<file path="src/rtl/xlate_pkg.sv">
package xlate_pkg;

    typedef enum logic {
        ST_IDLE = 1'b0,
        ST_WALK = 1'b1
    } xl_state_e;

    function automatic int unsigned idx_width(input int unsigned n);
        return (n <= 1) ? 1 : $clog2(n);
    endfunction

endpackage

</file>
<file path="src/rtl/xlate_ptable.sv">
module xlate_ptable #(
    parameter int VPN_W = 3,
    parameter int PFN_W = 2
) (
    input  logic             clk,
    input  logic             rst,
    input  logic             wr_en,
    input  logic [VPN_W-1:0] wr_idx,
    input  logic             wr_valid,
    input  logic [PFN_W-1:0] wr_pfn,
    input  logic [VPN_W-1:0] rd_idx,
    output logic             rd_valid,
    output logic [PFN_W-1:0] rd_pfn
);
    localparam int DEPTH = 1 << VPN_W;

    logic [DEPTH-1:0] vld_q;
    logic [PFN_W-1:0] pfn_q [DEPTH];

    always_ff @(posedge clk) begin
        if (rst) begin
            vld_q <= '0;
        end else if (wr_en) begin
            vld_q[wr_idx] <= wr_valid;
        end
    end

    always_ff @(posedge clk) begin
        if (wr_en) begin
            pfn_q[wr_idx] <= wr_pfn;
        end
    end

    assign rd_valid = vld_q[rd_idx];
    assign rd_pfn   = pfn_q[rd_idx];

endmodule

</file>
<file path="src/rtl/xlate_victim.sv">
module xlate_victim #(
    parameter int N     = 4,
    parameter int IDX_W = 2
) (
    input  logic [N-1:0]     slot_valid,
    input  logic [IDX_W-1:0] rr_ptr,
    output logic [IDX_W-1:0] pick,
    output logic             all_full
);
    always_comb begin
        logic found;
        found = 1'b0;
        pick  = rr_ptr;
        for (int i = 0; i < N; i++) begin
            if (!slot_valid[i] && !found) begin
                pick  = IDX_W'(i);
                found = 1'b1;
            end
        end
    end

    assign all_full = &slot_valid;

endmodule

</file>
<file path="src/rtl/xlate_tlb.sv">
module xlate_tlb
    import xlate_pkg::*;
#(
    parameter int VPN_W = 3,
    parameter int PFN_W = 2,
    parameter int N     = 4
) (
    input  logic             clk,
    input  logic             rst,
    input  logic [VPN_W-1:0] lk_vpn,
    output logic             lk_hit,
    output logic [PFN_W-1:0] lk_pfn,
    input  logic             fill_en,
    input  logic [VPN_W-1:0] fill_vpn,
    input  logic [PFN_W-1:0] fill_pfn,
    input  logic             inv_en,
    input  logic [VPN_W-1:0] inv_vpn,
    input  logic             flush
);
    localparam int IDX_W = idx_width(N);
    localparam logic [IDX_W-1:0] LAST = IDX_W'(N - 1);

    logic [N-1:0]     valid_q;
    logic [VPN_W-1:0] tag_q [N];
    logic [PFN_W-1:0] pfn_q [N];
    logic [IDX_W-1:0] rr_q;
    logic [N-1:0]     hit_vec;
    logic [N-1:0]     inv_vec;
    logic [IDX_W-1:0] victim;
    logic             full;

    for (genvar g = 0; g < N; g++) begin : g_cmp
        assign hit_vec[g] = valid_q[g] && (tag_q[g] == lk_vpn);
        assign inv_vec[g] = valid_q[g] && (tag_q[g] == inv_vpn);
    end

    always_comb begin
        lk_pfn = '0;
        for (int i = 0; i < N; i++) begin
            lk_pfn = lk_pfn | (hit_vec[i] ? pfn_q[i] : '0);
        end
    end
    assign lk_hit = |hit_vec;

    xlate_victim #(.N(N), .IDX_W(IDX_W)) victim_i (
        .slot_valid (valid_q),
        .rr_ptr     (rr_q),
        .pick       (victim),
        .all_full   (full)
    );

    always_ff @(posedge clk) begin
        if (rst || flush) begin
            valid_q <= '0;
        end else begin
            if (fill_en) begin
                valid_q[victim] <= 1'b1;
            end
            for (int i = 0; i < N; i++) begin
                if (inv_en && inv_vec[i]) begin
                    valid_q[i] <= 1'b0;
                end
            end
        end
    end

    always_ff @(posedge clk) begin
        if (fill_en) begin
            tag_q[victim] <= fill_vpn;
            pfn_q[victim] <= fill_pfn;
        end
    end

    always_ff @(posedge clk) begin
        if (rst) begin
            rr_q <= '0;
        end else if (fill_en && full && !flush) begin
            rr_q <= (rr_q == LAST) ? '0 : rr_q + 1'b1;
        end
    end

    AST_TLB_SINGLE_MATCH: assert property (@(posedge clk) disable iff (rst)
        $onehot0(hit_vec));

    AST_TLB_FLUSH_EMPTY: assert property (@(posedge clk) disable iff (rst)
        flush |=> (valid_q == '0));

endmodule

</file>
<file path="src/rtl/xlate_top.sv">
module xlate_top
    import xlate_pkg::*;
#(
    parameter int VPN_W = 3,
    parameter int PFN_W = 2,
    parameter int OFF_W = 10,
    parameter int TLB_N = 4
) (
    input  logic                   clk,
    input  logic                   rst,
    input  logic                   req_valid,
    output logic                   req_ready,
    input  logic [VPN_W+OFF_W-1:0] req_vaddr,
    output logic                   rsp_valid,
    output logic [PFN_W+OFF_W-1:0] rsp_paddr,
    output logic                   rsp_fault,
    input  logic                   pt_we,
    input  logic [VPN_W-1:0]       pt_idx,
    input  logic                   pt_valid,
    input  logic [PFN_W-1:0]       pt_pfn,
    input  logic                   flush
);
    localparam int VA_W = VPN_W + OFF_W;

    xl_state_e         state_q;
    logic [VA_W-1:0]   vaddr_q;
    logic              accept;
    logic [VPN_W-1:0]  req_vpn;
    logic [OFF_W-1:0]  req_off;
    logic [VPN_W-1:0]  walk_vpn;
    logic [OFF_W-1:0]  walk_off;
    logic              tlb_hit;
    logic [PFN_W-1:0]  tlb_pfn;
    logic              pte_valid;
    logic [PFN_W-1:0]  pte_pfn;
    logic              fill_en;

    assign req_ready = (state_q == ST_IDLE);
    assign accept    = req_valid && req_ready;
    assign req_vpn   = req_vaddr[VA_W-1:OFF_W];
    assign req_off   = req_vaddr[OFF_W-1:0];
    assign walk_vpn  = vaddr_q[VA_W-1:OFF_W];
    assign walk_off  = vaddr_q[OFF_W-1:0];

    // a write or flush in the refill cycle wins over the refill
    assign fill_en = (state_q == ST_WALK) && pte_valid && !flush
                     && !(pt_we && (pt_idx == walk_vpn));

    xlate_ptable #(.VPN_W(VPN_W), .PFN_W(PFN_W)) ptable_i (
        .clk      (clk),
        .rst      (rst),
        .wr_en    (pt_we),
        .wr_idx   (pt_idx),
        .wr_valid (pt_valid),
        .wr_pfn   (pt_pfn),
        .rd_idx   (walk_vpn),
        .rd_valid (pte_valid),
        .rd_pfn   (pte_pfn)
    );

    xlate_tlb #(.VPN_W(VPN_W), .PFN_W(PFN_W), .N(TLB_N)) tlb_i (
        .clk      (clk),
        .rst      (rst),
        .lk_vpn   (req_vpn),
        .lk_hit   (tlb_hit),
        .lk_pfn   (tlb_pfn),
        .fill_en  (fill_en),
        .fill_vpn (walk_vpn),
        .fill_pfn (pte_pfn),
        .inv_en   (pt_we),
        .inv_vpn  (pt_idx),
        .flush    (flush)
    );

    always_ff @(posedge clk) begin
        if (rst) begin
            state_q   <= ST_IDLE;
            vaddr_q   <= '0;
            rsp_valid <= 1'b0;
            rsp_paddr <= '0;
            rsp_fault <= 1'b0;
        end else begin
            rsp_valid <= 1'b0;
            rsp_fault <= 1'b0;
            case (state_q)
                ST_IDLE: begin
                    if (accept) begin
                        vaddr_q <= req_vaddr;
                        if (tlb_hit) begin
                            rsp_valid <= 1'b1;
                            rsp_paddr <= {tlb_pfn, req_off};
                        end else begin
                            state_q <= ST_WALK;
                        end
                    end
                end
                ST_WALK: begin
                    state_q   <= ST_IDLE;
                    rsp_valid <= 1'b1;
                    if (pte_valid) begin
                        rsp_paddr <= {pte_pfn, walk_off};
                    end else begin
                        rsp_paddr <= '0;
                        rsp_fault <= 1'b1;
                    end
                end
                default: state_q <= ST_IDLE;
            endcase
        end
    end

    AST_HIT_ONE_CYCLE: assert property (@(posedge clk) disable iff (rst)
        (accept && tlb_hit) |=> (rsp_valid && !rsp_fault));

    AST_WALK_ANSWERS: assert property (@(posedge clk) disable iff (rst)
        (state_q == ST_WALK) |=> (rsp_valid && req_ready));

    AST_MISS_STALLS: assert property (@(posedge clk) disable iff (rst)
        (accept && !tlb_hit) |=> (!req_ready && !rsp_valid));

    AST_FAULT_NO_ADDR: assert property (@(posedge clk) disable iff (rst)
        rsp_fault |-> (rsp_valid && rsp_paddr == '0));

endmodule

</file>
<file path="config.mk">
export PLATFORM = sky130hd
export DESIGN_NAME = xlate_top
export DESIGN_NICKNAME = d
export VERILOG_FILES = /design/src/rtl/xlate_pkg.sv /design/src/rtl/xlate_ptable.sv /design/src/rtl/xlate_victim.sv /design/src/rtl/xlate_tlb.sv /design/src/rtl/xlate_top.sv
export SDC_FILE = /design/constraint.sdc
export NUM_CORES = 1
export LEC_CHECK = 0
export BUFFER_PORTS_ARGS = -buffer_cell sky130_fd_sc_hd__buf_4
export CAP_MARGIN = 5
export CORE_ASPECT_RATIO = 1.1
export CORE_UTILIZATION = 50
export CTS_CLUSTER_SIZE = 12
export DETAILED_ROUTE_END_ITERATION = 6
export PLACE_DENSITY = 0.71
export RECOVER_POWER = 100
export SLEW_MARGIN = 30
export SYNTH_ARGS = -nofsm -noshare
export SYNTH_HDL_FRONTEND = slang
export SYNTH_HIERARCHICAL = 1
export SYNTH_SLANG_ARGS = --single-unit
</file>
<file path="constraint.sdc">
create_clock -name clk -period 3.1 [get_ports clk]
set_input_delay 0 -clock clk [delete_from_list [all_inputs] [get_ports clk]]
set_output_delay 0 -clock clk [all_outputs]
set_load 0.02 [all_outputs]
</file>
# Yosys cells after proc, flatten, opt, wreduce, memory -nomap -nowiden
# Memory sizes are Yosys's and may differ from the RTL's. A register that Yosys moved wholly into a read port is not among the register bits.
# Index checks and enable logic that the tools add are counted.
[totals]
regBits = 42
latchBits = 0
ram_bits = 36
romBits = 0
in_bits = 24
out_inout_bits = 15
word_cells = 114
n_memories = 3
[classes]
addsub = 1
mul = 0
div = 0
n_lt_le_gt_ge = 5
eq_ne = 12
shift = 0
n_mux = 36
bitwise = 5
reduce_logical = 41
[memory_table]
columns = ["name", "words", "width", "rd", "rd_ports_with_merged_regs", "write_ports", "line", "text"]
rows = [
  ["ptable_i.pfn_q", 8, 2, 1, 1, 1, "xlate_ptable.sv:18", "logic [PFN_W-1:0] pfn_q [DEPTH];"],
  ["tlb_i.tag_q", 4, 3, 4, 0, 1, "xlate_tlb.sv:24", "logic [VPN_W-1:0] tag_q [N];"],
  ["tlb_i.pfn_q", 4, 2, 4, 0, 1, "xlate_tlb.sv:25", "logic [PFN_W-1:0] pfn_q [N];"],
]
[op_table]
columns = ["operator", "count"]
rows = [
  ["$mux 12", 3],
  ["$eq 3x3->1", 9],
  ["$logic_and 1x1->1", 24],
  ["$pmux 12 s2", 1],
  ["$mux 2", 9],
  ["$mux 1", 15],
  ["$reduce_or 2->1", 5],
  ["$bwmux 8", 1],
  ["$lt 3x4->1 const B", 2],
  ["$logic_not 1->1", 7],
  ["$mux 3", 2],
  ["$or 2x2->2", 3],
  ["$ne 2x1->1 const B", 2],
  ["$or 4x4->4", 1],
  ["$pmux 1 s2", 2],
  ["$reduce_and 2->1", 2],
  ["$reduce_and 4->1", 1],
  ["$reduce_or 4->1", 1],
  ["$bmux 1 s3", 1],
  ["$demux 1 s3", 1],
  ["$ge 3x1->1 const B", 1],
  ["$lt 2x3->1 const B", 1],
  ["$add 2x1->2 const B", 1],
  ["$demux 1 s2", 1],
  ["4 further kinds", 4],
]

# Longest topological paths before layout
# Gate-level depths: netlist of run 1.
[logic_depth]
ltp_word = 14
ltp_mapped = 9
depth_no_buf = 7

# Cells and area by module
# The synthesis of run 1 kept the hierarchy.
[by_module_without_submodules]
columns = ["mod", "instances", "cells_each", "area_per_inst_um2", "seq_area_each_um2"]
rows = [
  ["xlate_tlb", 1, 103, 1271.2, 720.7],
  ["xlate_top", 1, 139, 1258.7, 560.5],
  ["xlate_ptable", 1, 64, 1061.0, 640.6],
  ["xlate_victim", 1, 7, 40.0, 0.0],
]

# Least setup slack after synthesis of run 1
# OpenSTA, ideal clock, no wires.
[synth_timing]
path_type = "flip-flop to flip-flop"
startpoint = "register vaddr_q[10]"
endpoint = "memory tlb_i.pfn_q[0][0] (enable)"
setup_ns = 0.349
t_arrival_ns = 2.185
t_required_ns = 2.751
setup_slack_ns = 0.566
path_stages_with_launch = 8
path_buffers = 2
period_less_slack_ns = 2.534
cell_sequence = "dfxtp_1 > buf_6 > mux4_1 > mux2_2 > clkbuf_1 > nand2_1 > a311oi_1 > nor3b_2"
[synth_between]
elab_chain_cells = 7
elab_cells_between_ends = 10
classes_between = "eq/ne (1); mux (4); reduce/logical (5)"
[synth_rtl]
columns = ["element", "line", "text"]
rows = [
  ["start: declaration", "xlate_top.sv:26", "logic [VA_W-1:0] vaddr_q;"],
  ["start signal: assignment", "xlate_top.sv:88", "vaddr_q <= req_vaddr;"],
  ["$bmux 1 s3", "xlate_ptable.sv:34", "assign rd_valid = vld_q[rd_idx];"],
  ["$mux 1 (not written as such)", "xlate_ptable.sv:34", ""],
  ["net pte_valid", "xlate_top.sv:34", "logic pte_valid;"],
  ["$logic_and 1x1->1 (2 in series)", "xlate_top.sv:46", "assign fill_en = (state_q == ST_WALK) && pte_valid && !flush"],
  ["$logic_and 1x1->1", "xlate_top.sv:47", "&& !(pt_we && (pt_idx == walk_vpn));"],
  ["net fill_en", "xlate_top.sv:36", "logic fill_en;"],
  ["$mux 1", "xlate_tlb.sv:68", "if (fill_en) begin"],
  ["$mux 1 (not written as such)", "xlate_tlb.sv:70", "pfn_q[victim] <= fill_pfn;"],
  ["end: declaration", "xlate_tlb.sv:25", ""],
]
# The timed path passes the listed nets, and every way through them passes these cells. The select of a mux whose other input is x is not followed.

# Final worst setup path of run 1
[layout_timing]
startpoint = "register vaddr_q[10]"
endpoint = "register tlb_i.valid_q[2]"
[layout_between]
elab_chain_cells = 5
elab_cells_between_ends = 8
classes_between = "eq/ne (1); mux (2); reduce/logical (5)"
[layout_rtl]
columns = ["element", "line", "text"]
rows = [
  ["$bmux 1 s3", "xlate_ptable.sv:34", ""],
  ["$mux 1 (not written as such)", "xlate_ptable.sv:34", ""],
  ["net pte_valid", "xlate_top.sv:34", ""],
  ["$logic_and 1x1->1 (2 in series)", "xlate_top.sv:46", ""],
  ["$logic_and 1x1->1", "xlate_top.sv:47", ""],
  ["net fill_en", "xlate_top.sv:36", ""],
  ["end signal: assignment", "xlate_tlb.sv:54", "valid_q <= '0;"],
  ["end signal: indexed assignment", "xlate_tlb.sv:57", "valid_q[victim] <= 1'b1;"],
  ["end signal: indexed assignment", "xlate_tlb.sv:61", "valid_q[i] <= 1'b0;"],
  ["end: declaration", "xlate_tlb.sv:23", "logic [N-1:0] valid_q;"],
]
# The timed path passes the listed nets, and every way through them passes these cells. The select of a mux whose other input is x is not followed.
# A chain may end at the register's enable or synchronous reset.

==> results of run 1 <==
==> per-layer routing <==
layer,up-vias,routed length [µm],track usage
met2,67,3780,0.352
met4,0,87,0.0733
met3,10,366,0.0464
li1,1255,-,-
met5,-,0,0
met1,1205,3440,0.281
==> logic make-up (layout without fill, tap and decap cells) <==
family | after synthesis | in the layout | synth area share
AO/OA/AOI/OAI | 31 | 31 | 0.0696
multiplexers | 18 | 18 | 0.0775
XOR/XNOR | 27 | 27 | 0.0651
adder cells (fa/ha/maj) | 1 | 1 | 0.00345
buffers and inverters | 22 | 82 | 0.0379
AND/OR/NAND/NOR | 136 | 136 | 0.217
flip-flops | 78 | 78 | 0.529
==> final cells by class <==
class                      count  area, µm²  area share
multi-input combinational    213       1500       0.357
clock buffer                  13        203      0.0483
clock inverter                 3       20.0     0.00477
tap                           85        106      0.0254
sequential                    78       1920       0.458
inverter                       6       22.5     0.00537
timing repair buffer          60        422       0.101
==> through the flow <==
step                cells  area (µm²)  worst slack (ns)  utilization
floorplan             313        3630             0.566            -
global placement      425        3950             0.768        0.563
detailed placement    425        3950             0.728        0.563
CTS                   458        4340             0.714        0.619
global route          458        4190             0.403        0.599
finish                458        4190             0.665        0.599
==> worst paths after layout <==
kind,startpoint,end,slack (ns),cells past startpoint
max,vaddr_q[10]$_SDFFE_PP0P_,tlb_i/valid_q[2]$_SDFFE_PP0P_,0.66,9
min,req_valid,state_q$_SDFF_PP0_,0.06,3
max reg2reg,vaddr_q[10]$_SDFFE_PP0P_,tlb_i/valid_q[2]$_SDFFE_PP0P_,0.66,9
min reg2reg,vaddr_q[9]$_SDFFE_PP0P_,vaddr_q[9]$_SDFFE_PP0P_,0.45,2
==> sequential cells by signal, summed over array words and instances (netlist names) <==
name,flops
tlb_i/rr_q,2
ptable_i/vld_q,8
rsp_valid,1
rsp_paddr,12
rsp_fault,1
ptable_i/pfn_q,16
vaddr_q,13
state_q,1
tlb_i/valid_q,4
tlb_i/pfn_q,8
tlb_i/tag_q,12
==> critical path: stages, from the launching register on <==
cell and delay (ns):
dfxtp_1 0.31, buf_4 0.19, mux4_1 0.56, mux2_1 0.47
nand2_1 0.13, a311oi_1 0.05, buf_4 0.16, and3b_1 0.27
nor2_1 0.12, nor4_1 0.05
==> where the power goes <==
group / internal (mW) / total (mW) / switching [mW]
clock: 0.439 / 0.815 / 0.376
sequential: 1.11 / 1.12 / 0.0153
combinational: 0.0856 / 0.211 / 0.125
total: 1.63 / 2.15 / 0.517
==> placed cells by master (no fill, tap or decap), types with 6 or more instances in the layout <==
cell type      synthesis  layout
a211oi_1               3      12
a21oi_1               14      15
and3_1                 9      10
buf_4                  1      24
clkbuf_1               3      20
clkbuf_8               0       9
dfxtp_1               42      42
dlygate4sd3_1          0      17
edfxtp_1              36      36
inv_1                  5       6
mux2i_1                9       9
mux4_1                 6       6
nand2_1               43      43
nand4_1                8       8
nand4b_1              11      11
nor2_1                28      28
nor3_1                 7       7
nor3_2                 7       7
nor4_1                 8       8
xnor2_1               13      13
xor2_1                14      14
==> results_dict.tcl, run 1 <==
set metrics [dict create \
    run_status "completed" \
    hold_viol_final 0 \
    grt.total_usage 0.214 \
    yosysSeqAreaShare 0.529 \
    cts_buffers 9 \
    syn_avg_cell_area_um2 11.6 \
    finalSetupViolations 0 \
    maxSlewViolCount 0 \
    wl_per_cell_um 16.8 \
    synth_top_area_frac 0.298 \
    synth_cell_types 41 \
    ctsHoldBuffers 17 \
    crit_required_ns 3.32 \
    htreeDepth 3 \
    tritoncts "built" \
    hold_path_class "in -> reg" \
    die_height_um 91.4 \
    vias 2537 \
    grt_antenna_before_repair 0 \
    totalPowerFinal_mw 2.15 \
    clock_insertion_delay_worst_skew_ns 0.35 \
    post_cts_buffers 0 \
    wl_um 7680 \
    async_reset_ff_frac 0 \
    critical_path.max_fanout 14 \
    synth_common_cells "43 x nand2_1, 42 x dfxtp_1, 36 x edfxtp_1, 28 x nor2_1" \
    power.leakage_nw 1.58 \
    cts.path.max_buffers 2 \
    io_buffers 38 \
    nNetsFinal 393 \
    firstDrtPassIters 4 \
    syn_nets 338 \
    grt_pass1_wl_um 12600 \
    row_count 32 \
    synth_area_um2 3630 \
    yosysMostFrequentCell "nand2_1" \
    synth_area_leaders "edfxtp_1 30%, dfxtp_1 23%, nand2_1 4.4%" \
    hpwl_um 5180 \
    end_kind "flip-flop" \
    viasPerCell 5.54 \
    cp-start-kind "flip-flop" \
    max_freq_mhz 411 \
    ios 39 \
    power_density_nw_per_um2 512 \
    finalWeightedCongestion 0.822 \
    die_w_um 83.3 \
    slew-limit-headroom 0.274 \
    grt_max_degree 43 \
    cp.arrival_ns 2.65 \
    synthToLayoutAreaGrowth_pct 15.5 \
    rsz0062_at_grt "false" \
    start_util 0.518 \
    synthCells 313 \
    first_global_vias 2519 \
    synth_edf_count 36 \
    worst-setup-path-type "reg -> reg" \
    synth_top_area_cell "edfxtp_1" \
    drtIter0Drc 213 \
    final_layout_size_suffix_gt1_frac 0.142 \
    ys_ff_latch 78 \
    ir_worst_vdd_mv 0.389 \
    yosysWarnings 6 \
    period_share 0.786 \
    fin_crit_ns 2.44 \
    cts.sinks 78 \
    fillers 601 \
    core_um2 7010 \
    worst-slew-pin-transition_ns 1.09 \
    cap_violations 0 \
    path_clk_slew_ns 0.08 \
    drcViolationCount 0 \
    post_cts_resize_count 0 \
    ys.flop_type "dfxtp_1" \
    cts-root-buf "clkbuf_8" \
    fin_tns_setup_ns 0 \
    final_antenna_net_count 0 \
    finClkSkew_ns 0.00802 \
    overflow 0 \
    die-area_um2 7610 \
    n_antenna_cell 0 \
    whs_ns 0.0645 \
]
(Power assumes the default switching activity.)
==> run 2: changes to the inputs <==
--- a/config.mk
+++ b/config.mk
@@ -11,7 +11,7 @@
 export CORE_UTILIZATION = 50
 export CTS_CLUSTER_SIZE = 12
 export DETAILED_ROUTE_END_ITERATION = 6
-export PLACE_DENSITY = 0.71
+export PLACE_DENSITY = 0.73
 export RECOVER_POWER = 100
 export SLEW_MARGIN = 30
 export SYNTH_ARGS = -nofsm -noshare
==> constraint.sdc (replaced) <==
create_clock -name clk -period 2.2 [get_ports clk]
set_input_delay 0 -clock clk [delete_from_list [all_inputs] [get_ports clk]]
set_output_delay 0 -clock clk [all_outputs]
set_load 0.02 [all_outputs]
==> run 2 against run 1 <==
Routed wire length is 7.0% higher. Clock power is 26% higher. First-iteration DRC count is 18% lower. Sequential share of layout area is 0.31 points lower. Combinational power is 49% higher. Global-route usage is 1.4 points higher. Via count is 4.4% higher. Cell count is 0.87% higher. Total power is 36% higher. Count of clock-buffer cells in the layout is 2 lower. Hold slack better by 0.031 ns. Critical path type unchanged. Largest cell class unchanged. Largest power group unchanged.
==> results_dict.tcl, run 2 (synthesis results as in run 1) <==
set metrics [dict create \
    power.leakage_nw 1.58 \
    slew-limit-headroom 0.435 \
    period_share 0.960 \
    io_buffers 38 \
    r2r.worst_path.cells 6 \
    die-area_um2 7610 \
    grt_pass1_wl_um 13200 \
    layout_common_cells "43 x nand2_1, 42 x dfxtp_1, 36 x edfxtp_1, 28 x nor2_1, 24 x buf_4" \
    start_util 0.518 \
    max_freq_mhz 473 \
    wl_per_cell_um 17.8 \
    finClkSkew_ns 0.0109 \
    switchingPower_mw 0.740 \
    largest_register_ffs 16 \
    nNetsFinal 397 \
    cts.sinks 78 \
    overflow 0 \
    fin_crit_ns 2.11 \
    cp.arrival_ns 2.33 \
    cp-start-kind "flip-flop" \
    vias 2648 \
    htreeDepth 3 \
    hold_path_class "in -> reg" \
    largestRegisters "ptable_i/pfn_q x16, vaddr_q x13" \
    cts.path.max_buffers 2 \
    die_w_um 83.3 \
    ff_latch_area_um2 1920 \
    post_cts_resize_count 0 \
    crit_chain "mux4_1 -> mux2_2 -> buf_4 -> and3_1 -> a211oi_1 -> nor3_2" \
    end_kind "flip-flop" \
    run_status "completed" \
    critical_path.max_fanout 13 \
    firstDrtPassIters 4 \
    critPathTopFamily "multiplexers" \
    hpwl_um 5700 \
    critPathBufInv 1 \
    maxSlewViolCount 0 \
    reg2reg_slack_ns 0.09 \
    fillers 605 \
    min_from "rst" \
    final_antenna_net_count 0 \
    hold_path_depth 2 \
    cap_violations 0 \
    regMostFlops "ptable_i/pfn_q" \
    r2r-end "rsp_paddr[5]$_SDFFE_PP0P_" \
    viasPerCell 5.73 \
    first_global_vias 2645 \
    core_um2 7010 \
    finalWeightedCongestion 0.818 \
    netSwitchingFraction 0.252 \
    clkPwrFrac 0.353 \
    rr_startpoint "vaddr_q[10]$_SDFFE_PP0P_" \
    synthToLayoutAreaGrowth_pct 16.3 \
    drtIter0Drc 174 \
    ir_worst_vdd_mv 0.555 \
    worst-slew-pin-transition_ns 0.835 \
    seqPwrFrac 0.540 \
    hold_viol_final 0 \
    grt_antenna_before_repair 0 \
    worst-setup-path-type "reg -> reg" \
    p_comb_frac 0.107 \
    ios 39 \
    cts-root-buf "clkbuf_8" \
    rsz0062_at_grt "false" \
    final_layout_size_suffix_gt1_frac 0.170 \
    multi_input_area_um2 1540 \
    crit_required_ns 2.42 \
    power_density_nw_per_um2 694 \
    row_count 32 \
    p_int_mw 2.19 \
    cpPeakStageDelay_ns 0.59 \
    die_height_um 91.4 \
    grt.total_usage 0.228 \
    final_common_cell "nand2_1" \
    cts_buffers 9 \
    path_clk_slew_ns 0.08 \
    grt_max_degree 43 \
    n_antenna_cell 0 \
    whs_ns 0.0950 \
    drcViolationCount 0 \
    wl_um 8220 \
    crit_slowest_cell "mux4_1" \
    fin_tns_setup_ns 0 \
    holdPathEnd "tlb_i/rr_q[1]$_SDFFE_PP0P_" \
    clock_insertion_delay_worst_skew_ns 0.35 \
    tritoncts "built" \
    finalSetupViolations 0 \
]
run 2: what timing repair did:
| item | 4_1_cts | 5_1_grt |
|---|---|---|
| endpoints found under the hold margin | 51 | 0 |
| hold buffers | 17 | 0 |
| buffers inserted | 0 | 0 |
run 2: how the worst max path moves through the flow:
stage,start,to,slack (ns),depth (start not counted)
2_1_floorplan,vaddr_q[12]$_SDFFE_PP0P_,tlb_i/valid_q[1]$_SDFFE_PP0P_,0.003,8
3_3_place_gp,vaddr_q[12]$_SDFFE_PP0P_,rsp_paddr[7]$_SDFFE_PP0P_,0.23,6
3_5_place_dp,vaddr_q[12]$_SDFFE_PP0P_,rsp_paddr[7]$_SDFFE_PP0P_,0.15,6
4_1_cts,vaddr_q[12]$_SDFFE_PP0P_,rsp_paddr[7]$_SDFFE_PP0P_,0.15,6
5_1_grt,vaddr_q[10]$_SDFFE_PP0P_,rsp_paddr[6]$_SDFFE_PP0P_,0.04,6
6_report,vaddr_q[10]$_SDFFE_PP0P_,rsp_paddr[5]$_SDFFE_PP0P_,0.09,6
run 2: power groups by stage:
stage / sequential [mW] / combinational [mW] / clock (mW)
final: 1.58 / 0.314 / 1.03
after global routing: 1.59 / 0.341 / 1.11
after CTS: 1.59 / 0.345 / 1.06
after detailed placement: 1.62 / 0.319 / 0
after global placement: 1.62 / 0.313 / 0
after floorplan: 1.64 / 0.169 / 0
run 2: per-stage QoR:
stage | instance area (µm²) | worst slack (ns) | total power, mW | cells | utilization
after floorplan | 3660 | 0.00260 | 1.80 | 313 | -
after global placement | 4000 | 0.233 | 1.93 | 429 | 0.571
after detailed placement | 4000 | 0.155 | 1.94 | 429 | 0.571
after CTS | 4360 | 0.150 | 2.99 | 462 | 0.623
after global routing | 4220 | 0.0397 | 3.04 | 462 | 0.603
final | 4220 | 0.0870 | 2.93 | 462 | 0.603
run 2: layout make-up:
type / instances / share of cell area
timing repair buffer: 64 / 0.103
tap: 85 / 0.0252
inverter: 6 / 0.00533
clock inverter: 5 / 0.00711
sequential: 78 / 0.455
multi-input combinational: 213 / 0.365
clock buffer: 11 / 0.0385
run 2: per-layer routing:
layer / part of all wire / GRT usage
met5: 0 / 0
met4: 0.024 / 0.0991
met3: 0.059 / 0.0618
met1: 0.41 / 0.275
met2: 0.50 / 0.384
==> run 3: changes to the inputs <==
--- a/config.mk
+++ b/config.mk
@@ -5,7 +5,7 @@
 export SDC_FILE = /design/constraint.sdc
 export NUM_CORES = 1
 export LEC_CHECK = 0
-export BUFFER_PORTS_ARGS = -buffer_cell sky130_fd_sc_hd__buf_4
+export BUFFER_PORTS_ARGS = -buffer_cell sky130_fd_sc_hd__buf_2
 export CAP_MARGIN = 5
 export CORE_ASPECT_RATIO = 1.1
 export CORE_UTILIZATION = 50
@@ -13,6 +13,7 @@
 export DETAILED_ROUTE_END_ITERATION = 6
 export PLACE_DENSITY = 0.73
 export RECOVER_POWER = 100
+export REMOVE_ABC_BUFFERS = 1
 export SLEW_MARGIN = 30
 export SYNTH_ARGS = -nofsm -noshare
 export SYNTH_HDL_FRONTEND = slang
==> run 3 against run 2 <==
Sequential share of layout area rose by 0.20 points. Non-clock buffer count grew 5. Register-to-register slack hardly changed.
==> results_dict.tcl, run 3 (synthesis results as in run 1) <==
set metrics [dict create \
    ios 39 \
    synthToLayoutAreaGrowth_pct 15.8 \
    power.leakage_nw 1.61 \
    r2r-end "rsp_paddr[11]$_SDFFE_PP0P_" \
    core_um2 7010 \
    largestRegisters "ptable_i/pfn_q x16, vaddr_q x13" \
    r2r.worst_path.cells 6 \
    cts_buffers 9 \
    final_antenna_net_count 0 \
    final_layout_size_suffix_gt1_frac 0.194 \
    hold_path_class "in -> reg" \
    htreeDepth 3 \
    p_comb_frac 0.108 \
    crit_required_ns 2.40 \
    wl_per_cell_um 16.1 \
    grt_max_degree 43 \
    fin_crit_ns 2.11 \
    switchingPower_mw 0.685 \
    largest_register_ffs 16 \
    regMostFlops "ptable_i/pfn_q" \
    grt_antenna_before_repair 0 \
    path_clk_slew_ns 0.07 \
    rr_startpoint "vaddr_q[10]$_SDFFE_PP0P_" \
    clock_insertion_delay_worst_skew_ns 0.34 \
    n_antenna_cell 0 \
    first_global_vias 2485 \
    cp-start-kind "flip-flop" \
    nNetsFinal 402 \
    min_from "req_vaddr[10]" \
    crit_chain "buf_4 -> mux4_1 -> mux2_1 -> and3_1 -> a211oi_2 -> nor3_2" \
    totalPowerFinal_mw 2.80 \
    firstDrtPassIters 4 \
    wl_um 7500 \
    drtIter0Drc 161 \
    seqPwrFrac 0.566 \
    cap_violations 0 \
    die_w_um 83.3 \
    finClkSkew_ns 0.0109 \
    crit_slowest_cell "mux4_1" \
    cts-root-buf "clkbuf_8" \
    hold_path_depth 3 \
    period_share 0.960 \
    viasPerCell 5.63 \
    grt_pass1_wl_um 12000 \
    die_height_um 91.4 \
    whs_ns 0.0271 \
    slew-limit-headroom 0.431 \
    layout_common_cells "43 x nand2_1, 42 x dfxtp_1, 36 x edfxtp_1, 28 x nor2_1, 23 x clkbuf_1" \
    ir_worst_vdd_mv 0.448 \
    post-place-ws_ns 0.0153 \
    worst-slew-pin-transition_ns 0.842 \
    reg2reg_slack_ns 0.09 \
    netSwitchingFraction 0.245 \
    io_buffers 38 \
    vias 2624 \
    cp.arrival_ns 2.31 \
    worst-setup-path-type "reg -> reg" \
    start_util 0.518 \
    cts.sinks 78 \
    fin_tns_setup_ns 0 \
    die-area_um2 7610 \
    hpwl_um 5070 \
    holdPathEnd "vaddr_q[10]$_SDFFE_PP0P_" \
    finalWeightedCongestion 0.823 \
    critical_path.max_fanout 8 \
    fin_ws_ns 0.0883 \
    maxSlewViolCount 0 \
    row_count 32 \
    finalSetupViolations 0 \
    power_density_nw_per_um2 665 \
    tritoncts "built" \
    cts.path.max_buffers 2 \
    run_status "completed" \
    clkPwrFrac 0.326 \
    p_int_mw 2.11 \
    max_freq_mhz 474 \
    grt.total_usage 0.204 \
    end_kind "flip-flop" \
    cpPeakStageDelay_ns 0.55 \
    final_common_cell "nand2_1" \
    drcViolationCount 0 \
    hold_viol_final 0 \
    overflow 0 \
]
## run 3: cell types whose count changed in the layout (fill, tap and decap cells not counted), moves of 5 or more
cell / previous run / this run
buf_2: 0 / 21
a211oi_2: 4 / 9
buf_4: 24 / 9
a211oi_1: 8 / 3
## run 3: routing by layer
layer,up-vias,share of wire,track usage
met3,12,0.041,0.0427
li1,1272,-,-
met5,-,0,0
met2,61,0.50,0.334
met4,0,0.021,0.111
met1,1279,0.44,0.253
## run 3: repair_timing
action                                 4_1_cts  5_1_grt
buffers inserted                             0        3
endpoints found under the hold margin       48        0
setup endpoints to repair                    0       10
resized for setup                            0        2
hold buffers                                16        0
## run 3: power by group through the flow
stage | sequential (mW) | clock [mW] | combinational, mW
after floorplan | 1.64 | 0 | 0.131
after global placement | 1.61 | 0 | 0.288
after detailed placement | 1.61 | 0 | 0.292
after CTS | 1.58 | 0.946 | 0.315
after global routing | 1.59 | 0.998 | 0.327
final | 1.58 | 0.912 | 0.302
## run 3: worst max-delay path, delay by kind of cell (launching register included)
| kind | cells | cell delay (ns) |
|---|---|---|
| AND/OR/NAND/NOR | 2 | 0.27 |
| AO/OA/AOI/OAI | 1 | 0.17 |
| buffers and inverters | 1 | 0.20 |
| flip-flops | 1 | 0.41 |
| multiplexers | 2 | 0.92 |
## run 3: worst max-delay path by stage
| stage | startpoint | end | slack (ns) |
|---|---|---|---|
| final | vaddr_q[10]$_SDFFE_PP0P_ | rsp_paddr[11]$_SDFFE_PP0P_ | 0.09 |
| after global routing | vaddr_q[10]$_SDFFE_PP0P_ | tlb_i/rr_q[0]$_SDFFE_PP0P_ | -0.03 |
| after CTS | vaddr_q[10]$_SDFFE_PP0P_ | tlb_i/pfn_q[0][0]$_DFFE_PP_ | 0.01 |
| after detailed placement | vaddr_q[10]$_SDFFE_PP0P_ | tlb_i/tag_q[0][2]$_DFFE_PP_ | 0.02 |
| after global placement | vaddr_q[10]$_SDFFE_PP0P_ | tlb_i/tag_q[0][2]$_DFFE_PP_ | 0.12 |
| after floorplan | vaddr_q[10]$_SDFFE_PP0P_ | tlb_i/pfn_q[0][0]$_DFFE_PP_ | -0.20 |
## run 3: layout make-up
cell class,instances,area [µm²]
well taps,85,106
fillers,569,2800
clock inverters,4,22.5
multi-input cells,213,1570
clock buffers,11,141
flip-flops and latches,78,1920
inverters,6,22.5
repair buffers,69,420
## run 3: metrics by stage
step	utilization	cells	area, µm²
after floorplan	-	297	3520
after global placement	0.557	432	3900
after detailed placement	0.557	432	3900
after CTS	0.603	463	4230
after global routing	0.600	466	4200
final	0.600	466	4200
